$ cat config.mk
export PLATFORM = sky130hd
export DESIGN_NAME = i2c_cmd_receiver
export DESIGN_NICKNAME = d
export VERILOG_FILES = /design/src/rtl/i2c_cmd_pkg.sv /design/src/rtl/i2c_line_filter.sv /design/src/rtl/i2c_bus_events.sv /design/src/rtl/i2c_frame_fsm.sv /design/src/rtl/i2c_cmd_receiver.sv
export SDC_FILE = /design/constraint.sdc
export NUM_CORES = 1
export LEC_CHECK = 0
export BUFFER_PORTS_ARGS = -buffer_cell sky130_fd_sc_hd__buf_4
export CAP_MARGIN = 40
export CORE_UTILIZATION = 39
export CTS_CLUSTER_SIZE = 25
export DETAILED_ROUTE_END_ITERATION = 8
export GPL_TIMING_DRIVEN = 0
export PLACE_DENSITY_LB_ADDON = 0.12
export SLEW_MARGIN = 20
export SYNTH_ARGS = -nofsm -noshare
export SYNTH_HDL_FRONTEND = slang
export SYNTH_SLANG_ARGS = --single-unit
$ cat constraint.sdc
create_clock -name clk -period 3.35 [get_ports clk]
set_input_delay 0.1675 -clock clk [delete_from_list [all_inputs] [get_ports clk]]
set_output_delay 0.1675 -clock clk [all_outputs]
set_load 0.02 [all_outputs]
$ cat src/rtl/i2c_cmd_pkg.sv
package i2c_cmd_pkg;

  typedef enum logic [2:0] {
    ST_IDLE     = 3'd0,
    ST_ADDR     = 3'd1,
    ST_ADDR_ACK = 3'd2,
    ST_DATA     = 3'd3,
    ST_DATA_ACK = 3'd4,
    ST_REFUSE   = 3'd5
  } rx_state_t;

  // Three-level pin code to {valid, address}; 2'b11 selects nothing.
  function automatic logic [7:0] pin_addr(input logic [1:0] sel, input logic [6:0] base);
    case (sel)
      2'b00:   pin_addr = {1'b1, base};
      2'b01:   pin_addr = {1'b1, 7'(base + 7'd1)};
      2'b10:   pin_addr = {1'b1, 7'(base + 7'd2)};
      default: pin_addr = {1'b0, base};
    endcase
  endfunction

  // Strict majority over the lowest n bits of v.
  function automatic logic vote(input logic [15:0] v, input int n);
    int c;
    c = 0;
    for (int i = 0; i < 16; i++)
      if (i < n && v[i]) c++;
    vote = (2 * c > n);
  endfunction

endpackage

$ cat src/rtl/i2c_line_filter.sv
module i2c_line_filter #(
  parameter int SYNC_STAGES = 2,
  parameter int FILT_TAPS   = 3
) (
  input  logic clk,
  input  logic rst_n,
  input  logic line_i,
  output logic line_o
);
  import i2c_cmd_pkg::*;

  logic [SYNC_STAGES-1:0] sync_q;
  logic [FILT_TAPS-1:0]   win_q;

  always_ff @(posedge clk or negedge rst_n) begin
    if (!rst_n) begin
      sync_q <= '1;
      win_q  <= '1;
      line_o <= 1'b1;
    end else begin
      sync_q <= {sync_q[SYNC_STAGES-2:0], line_i};
      win_q  <= {win_q[FILT_TAPS-2:0], sync_q[SYNC_STAGES-1]};
      line_o <= vote(16'(win_q), FILT_TAPS);
    end
  end
endmodule

$ cat src/rtl/i2c_bus_events.sv
module i2c_bus_events (
  input  logic clk,
  input  logic rst_n,
  input  logic scl,
  input  logic sda,
  output logic scl_rise,
  output logic scl_fall,
  output logic start_ev,
  output logic stop_ev
);
  logic scl_q, sda_q;

  always_ff @(posedge clk or negedge rst_n) begin
    if (!rst_n) begin
      scl_q <= 1'b1;
      sda_q <= 1'b1;
    end else begin
      scl_q <= scl;
      sda_q <= sda;
    end
  end

  assign scl_rise = scl & ~scl_q;
  assign scl_fall = ~scl & scl_q;
  assign start_ev = scl & scl_q & sda_q & ~sda;
  assign stop_ev  = scl & scl_q & ~sda_q & sda;
endmodule

$ cat src/rtl/i2c_frame_fsm.sv
module i2c_frame_fsm #(
  parameter int         WORD_BYTES = 3,
  parameter logic [6:0] BASE_ADDR  = 7'h10,
  parameter logic [6:0] BCAST_ADDR = 7'h73,
  localparam int        WORD_W     = 8 * WORD_BYTES,
  localparam int        CNT_W      = $clog2(WORD_BYTES + 1)
) (
  input  logic              clk,
  input  logic              rst_n,
  input  logic              sda,
  input  logic              scl_rise,
  input  logic              scl_fall,
  input  logic              start_ev,
  input  logic              stop_ev,
  input  logic [1:0]        addr_sel,
  output logic              sda_pull,
  output logic [WORD_W-1:0] word,
  output logic              word_vld,
  output logic              ack_phase,
  output logic              addr_hit
);
  import i2c_cmd_pkg::*;

  rx_state_t         state;
  logic [3:0]        bit_cnt;
  logic [7:0]        shreg;
  logic [CNT_W-1:0]  byte_cnt;
  logic [WORD_W-1:0] acc;
  logic [WORD_W-1:0] acc_next;
  logic [7:0]        own;
  logic              is_write;
  logic              byte_end;

  assign own      = pin_addr(addr_sel, BASE_ADDR);
  assign addr_hit = (own[7] && shreg[7:1] == own[6:0]) || (shreg[7:1] == BCAST_ADDR);
  assign is_write = ~shreg[0];
  assign acc_next = WORD_W'({acc, shreg});
  assign byte_end = scl_fall && (bit_cnt == 4'd8);
  assign ack_phase = (state == ST_ADDR_ACK) || (state == ST_DATA_ACK);

  always_ff @(posedge clk or negedge rst_n) begin
    if (!rst_n) begin
      state    <= ST_IDLE;
      bit_cnt  <= '0;
      shreg    <= '0;
      byte_cnt <= '0;
      acc      <= '0;
      word     <= '0;
      word_vld <= 1'b0;
      sda_pull <= 1'b0;
    end else begin
      word_vld <= 1'b0;
      if (start_ev) begin
        state    <= ST_ADDR;
        bit_cnt  <= '0;
        byte_cnt <= '0;
        sda_pull <= 1'b0;
      end else if (stop_ev) begin
        state    <= ST_IDLE;
        bit_cnt  <= '0;
        sda_pull <= 1'b0;
      end else begin
        case (state)
          ST_ADDR, ST_DATA: begin
            if (scl_rise) begin
              shreg   <= {shreg[6:0], sda};
              bit_cnt <= bit_cnt + 4'd1;
            end else if (byte_end) begin
              bit_cnt <= '0;
              if (state == ST_ADDR) begin
                if (addr_hit && is_write) begin
                  sda_pull <= 1'b1;
                  state    <= ST_ADDR_ACK;
                end else begin
                  state    <= ST_REFUSE;
                end
              end else if (byte_cnt < CNT_W'(WORD_BYTES)) begin
                sda_pull <= 1'b1;
                state    <= ST_DATA_ACK;
                acc      <= acc_next;
                byte_cnt <= byte_cnt + 1'b1;
                if (byte_cnt == CNT_W'(WORD_BYTES - 1)) begin
                  word     <= acc_next;
                  word_vld <= 1'b1;
                end
              end else begin
                state <= ST_REFUSE;
              end
            end
          end
          ST_ADDR_ACK, ST_DATA_ACK: begin
            if (scl_fall) begin
              sda_pull <= 1'b0;
              state    <= ST_DATA;
            end
          end
          default: ;
        endcase
      end
    end
  end
endmodule

$ cat src/rtl/i2c_cmd_receiver.sv
module i2c_cmd_receiver #(
  parameter int         WORD_BYTES  = 3,
  parameter logic [6:0] BASE_ADDR   = 7'h10,
  parameter logic [6:0] BCAST_ADDR  = 7'h73,
  parameter int         SYNC_STAGES = 2,
  parameter int         FILT_TAPS   = 3
) (
  input  logic        clk,
  input  logic        rst_n,
  input  logic        scl_i,
  input  logic        sda_i,
  input  logic [1:0]  addr_sel_i,
  output logic        sda_pull_o,
  output logic [23:0] word_o,
  output logic        word_vld_o
);
  localparam int WORD_W = 8 * WORD_BYTES;

  logic [1:0] raw_lines;
  logic [1:0] filt_lines;
  logic       filt_scl_w, filt_sda_w;
  logic       scl_rise_w, scl_fall_w, start_w, stop_w;
  logic       ack_phase_w, addr_hit_w;
  logic [WORD_W-1:0] word_w;

  assign raw_lines = {sda_i, scl_i};

  for (genvar g = 0; g < 2; g++) begin : g_line
    i2c_line_filter #(
      .SYNC_STAGES(SYNC_STAGES),
      .FILT_TAPS  (FILT_TAPS)
    ) u_filt (
      .clk   (clk),
      .rst_n (rst_n),
      .line_i(raw_lines[g]),
      .line_o(filt_lines[g])
    );
  end

  assign filt_scl_w = filt_lines[0];
  assign filt_sda_w = filt_lines[1];

  i2c_bus_events u_ev (
    .clk     (clk),
    .rst_n   (rst_n),
    .scl     (filt_scl_w),
    .sda     (filt_sda_w),
    .scl_rise(scl_rise_w),
    .scl_fall(scl_fall_w),
    .start_ev(start_w),
    .stop_ev (stop_w)
  );

  i2c_frame_fsm #(
    .WORD_BYTES(WORD_BYTES),
    .BASE_ADDR (BASE_ADDR),
    .BCAST_ADDR(BCAST_ADDR)
  ) u_fsm (
    .clk      (clk),
    .rst_n    (rst_n),
    .sda      (filt_sda_w),
    .scl_rise (scl_rise_w),
    .scl_fall (scl_fall_w),
    .start_ev (start_w),
    .stop_ev  (stop_w),
    .addr_sel (addr_sel_i),
    .sda_pull (sda_pull_o),
    .word     (word_w),
    .word_vld (word_vld_o),
    .ack_phase(ack_phase_w),
    .addr_hit (addr_hit_w)
  );

  assign word_o = 24'(word_w);
endmodule

# Word level (Yosys, flattened, before mapping)
# Cells that the tools add are included.
[classes]
addsub = 6
n_mul = 0
div = 0
order_cmp = 3
n_eq_ne = 18
shift = 0
n_mux = 45
n_bitwise = 16
n_reduce_logical = 20
[op_table]
columns = ["operator", "n"]
rows = [
  ["$mux 31", 4],
  ["$gt 32x3->1 const B", 2],
  ["$add 31x2->31 const B", 2],
  ["$pmux 8 s3", 1],
  ["$mux 3", 7],
  ["$mux 4", 5],
  ["$mux 1", 19],
  ["$mux 2", 7],
  ["$reduce_and 6->1", 2],
  ["$not 1->1", 9],
  ["$ne 4x3->1 const B", 2],
  ["$reduce_and 4->1", 2],
  ["$reduce_and 8->1", 1],
  ["$reduce_bool 4->1", 2],
  ["$and 1x1->1", 7],
  ["$eq 7x7->1", 1],
  ["$eq 7x7->1 const B", 1],
  ["$reduce_and 7->1", 1],
  ["$eq 3x2->1 const B", 2],
  ["$pmux 3 s2", 1],
  ["$reduce_bool 2->1", 3],
  ["$ne 5x3->1 const B", 1],
  ["$ne 5x5->1 const B", 1],
  ["$add 1x1->2 const B", 2],
  ["18 further kinds", 23],
]
[word_totals]
reg_bits = 73
latch_bits = 0
ram_bits = 0
romBits = 0
inputBits = 6
out_inout_bits = 26
wordCells = 124
n_memories = 0

# Depth between registers and ports, before layout
[logic_depth]
ltp_word = 13
depth_mapped = 8
ltp_nobuf = 7

# Cells and area by module
# Synthesis repeated with hierarchy kept, for this count alone.
[unflattened]
hier_cells = 232
hier_area_um2 = 3281.9
[modules_own_cells]
columns = ["module", "n_inst", "cells_each", "area_each_um2", "seq_area_each_um2"]
rows = [
  ["i2c_frame_fsm", 1, 200, 2778.9, 1476.4],
  ["i2c_line_filter", 2, 13, 209.0, 157.7],
  ["i2c_bus_events", 1, 6, 85.1, 52.6],
]

# Worst setup path after synthesis
# OpenSTA, ideal clock, no wires.
[synth_path]
path_kind = "reg2reg"
from = "reg u_fsm.bit_cnt[0]"
to = "reg u_fsm.word[0]"
setup_ns = 0.125
arrival_time_ns = 1.667
t_required_ns = 3.225
slack_ns = 1.558
stages_incl_launch_ff = 8
n_path_buf = 1
synth_period_minus_slack_ns = 1.792
cell_sequence = "dfrtp_1 > inv_1 > ha_1 > and4bb_1 > and3_1 > nand3_2 > buf_2 > mux2_2"
[synth_between]
elab_chain_cells = 3
[synth_rtl]
columns = ["item", "line", "text"]
rows = [
  ["start, declared", "i2c_frame_fsm.sv:25", "logic [3:0] bit_cnt;"],
  ["start signal, assigned", "i2c_frame_fsm.sv:67", "bit_cnt <= bit_cnt + 4'd1;"],
  ["$eq 4x4->1", "i2c_frame_fsm.sv:38", "assign byte_end = scl_fall && (bit_cnt == 4'd8);"],
  ["$logic_and 1x1->1", "i2c_frame_fsm.sv:38", ""],
  ["$reduce_and 8->1 (no line)", "--", ""],
  ["end signal, assigned", "i2c_frame_fsm.sv:83", "word <= acc_next;"],
  ["end, declared", "i2c_frame_fsm.sv:17", "output logic [WORD_W-1:0] word,"],
]
# No other way between the ends.
# A chain may end at the register's enable or synchronous reset.

# Worst setup path after layout
[layout_path]
from = "reg u_fsm.bit_cnt[0]"
to = "reg u_fsm.word[10]"
# The elaborated chain is that of the path after synthesis.

==> qor.txt <==
status: completed
Worst Skew: 0.00869 ns
antenna-violating nets left: 0
Initial Util: 40.7%
Syn. warnings: 0
worst r2r path cells: 7
clk buf depth: 2
via-per-instance ratio: 4.84
Clock Tree Root: clkbuf_8
Die H: 89.5 microns
Final Setup Violations: 0
WP data required: 3.57 ns
worst hold slack: 0.237 ns
H-tree depth: 3
IO Port Bufs: 31
max_slew headroom: 66.4%
Synth Area per Inst: 14.2 sq um
DRC: 0
Setup crit start kind: register
first-pass GRT wire length: 8570 microns
Tmin final: 2.05 ns
Finished Cell Area: 0.00362 sq mm
vias in the first global route: 1759
RSZ-0062 raised after global routing: no
clk sinks: 73
site row count: 31
total power: 2130 uW
total grt overflow: 0
count of cell types in the netlist: 36
final RePlAce weighted congestion: 0.823
P_leak: 0.00180 uW
post-DR wirelength/cell: 13.9 microns
Worst Setup SP: u_fsm.bit_cnt[0]
CTS tree: built
family with the most delay on the worst path: simple AND/OR/NAND/NOR gates
Boundary Pins: 32
Die X: 89.5 microns
DR vias: 1741
Max Clock Freq: 488 MHz
Worst Max-Slew Pin Slew: 0.503 ns
Net Count, Synth: 225
Max-Cap Viols: 0
R2R Setup Slk: 1.30 ns
register bit total from synthesis: 73
Core Box Area: 0.00733 sq mm
placed inst area: 0.00337 sq mm
Mapped Area: 0.00298 sq mm
IR drop worst, VDD: 0.222 mV
final hold vios: 0
Worst setup endpoint: u_fsm.word[10]
WP depth: 7
Syn Inst Count: 210
GRT Total Usage: 14.8%
1st-iter DRT viols: 72
number of synthesized flops with an enable pin: 0
clock buffer count from CTS: 9
critical path, cell by cell: inv_1 > ha_1 > and4bb_1 > and3_1 > nand3_2 > buf_2 > mux2_2
fin crit share: 61.2%
setup TNS: 0 ns
Nets: 271
Worst-Skew Late Latency: 0.34 ns
Slew Viols, Final: 0
power per cell area: 587 mW/mm^2
Synth Flop Type: dfrtp_1
wirelength, routed: 5010 microns
crit path max-delay cell type: dfrtp_1
sequential element share of the synthesized area: 61.8%
share of layout cells above drive strength 1: 43.7%
Buf+Inv Stages, Crit Path: 2
Async SR Flop Fraction: 100%
largest net degree at the start of global routing: 57
Worst Path Max Fanout: 10
clock slew at reported path FFs: 0.08 ns
DR pass1 iterations: 4
area grow syn2layout: 21.5%
Hold Crit Class: in -> async
post-layout util: 49.4%
Critical R2R Capture: u_fsm.word[10]
initial antenna violation count: 0
Worst R2R Start: u_fsm.bit_cnt[0]
Critical Path End Type: register
total inserted antenna cells: 0
critical path class: reg -> reg
WP data arrival: 2.27 ns
Resized cells post-CTS: 0
hpwl dp: 3380 microns
CP peak stage delay: 0.38 ns
die area: 0.00801 sq mm
==> cells in the final DEF (no fill, tap or decap), types with 2 or more instances in the layout <==
cell	instances
dfrtp_1	59
mux2_2	44
buf_4	31
clkbuf_8	14
dfstp_2	14
inv_1	12
o21ai_0	10
ha_1	9
nor2_1	6
nand3_1	5
mux2_1	5
nor2b_1	4
nand2_1	4
buf_2	4
nand2b_1	3
a21oi_1	3
nor3_1	3
dlygate4sd3_1	3
and3_1	2
o22a_1	2
o41ai_1	2
o22ai_1	2
==> cell families (layout without fill, tap and decap cells) <==
kind of cell | count (synthesis) | after routing | share of synthesized area, %
flip-flops | 73 | 73 | 61.8
multiplexers | 49 | 49 | 18.5
AND/OR/NAND/NOR | 34 | 34 | 6.75
AO/OA/AOI/OAI | 27 | 27 | 6.42
buffers and inverters | 16 | 67 | 2.18
adder cells (fa/ha/maj) | 9 | 9 | 3.77
XOR/XNOR | 2 | 2 | 0.587
==> worst min path at each step <==
stage	startpoint	to	slack, ns	depth (start not counted)
after floorplan	rst_n	u_fsm.acc[0]	-0.13	0
after global placement	sda_i	g_line[1].u_filt.sync_q[0]	0.28	1
after detailed placement	rst_n	u_fsm.word[15]	0.06	1
after CTS	rst_n	u_fsm.sda_pull	0.23	2
after global routing	rst_n	u_fsm.bit_cnt[0]	0.25	2
final	rst_n	u_fsm.sda_pull	0.24	2
==> Yosys cell counts, types with 3 or more instances <==
| master | count | area share, % |
|---|---|---|
| buf_2 | 4 | 0.67 |
| dfrtp_1 | 59 | 49 |
| mux2_1 | 5 | 1.9 |
| mux2_2 | 44 | 17 |
| o21ai_0 | 10 | 1.7 |
| nand3_1 | 5 | 0.84 |
| ha_1 | 9 | 3.8 |
| nand2b_1 | 3 | 0.63 |
| inv_1 | 12 | 1.5 |
| nand2_1 | 4 | 0.50 |
| nor2_1 | 6 | 0.75 |
| dfstp_2 | 14 | 12 |
| nor2b_1 | 4 | 0.84 |
| a21oi_1 | 3 | 0.50 |
| nor3_1 | 3 | 0.50 |
==> layer usage <==
metal  routed length, microns  global-route usage [%]  part of all wire (%)
met1                     2400                    18.4                    48
met4                       51                    5.19                   1.0
met3                      229                    6.28                   4.6
met2                     2330                    23.3                    46
met5                        0                       0                     0
==> through the flow <==
stage,setup slack [ns],std cells
final,1.30,360
after global routing,1.14,360
after CTS,1.27,360
after detailed placement,1.29,341
after global placement,1.30,340
after floorplan,1.56,210
==> report_power, final <==
group / internal [uW] / switching, uW
Sequential: 974 / 114
Combinational: 151 / 139
Clock: 447 / 302
==> state kept, by name, summed over array words and instances, names as in the netlist, 3 cells and up <==
signal,flops
u_fsm.word,24
u_fsm.state,3
g_line.u_filt.sync_q,4
u_fsm.shreg,8
g_line.u_filt.win_q,6
u_fsm.bit_cnt,4
u_fsm.acc,16
==> cell type report <==
cell class                      count  area, sq um
Clock buffer                       15          196
Buffer                              4         20.0
Timing Repair Buffer               35          290
Tap cell                           99          124
Clock inverter                      1         30.0
Inverter                           12         45.0
Sequential cell                    73         1840
Fill cell                         643         3710
Multi-Input combinational cell    121         1070
==> repair_timing <==
item                                    4_1_cts  5_1_grt
endpoints found under the setup margin        0        0
hold endpoints to repair                     19        0
buffers inserted                              0        0
hold buffers                                  3        0
No activity file was read; power rests on OpenSTA's default activity.
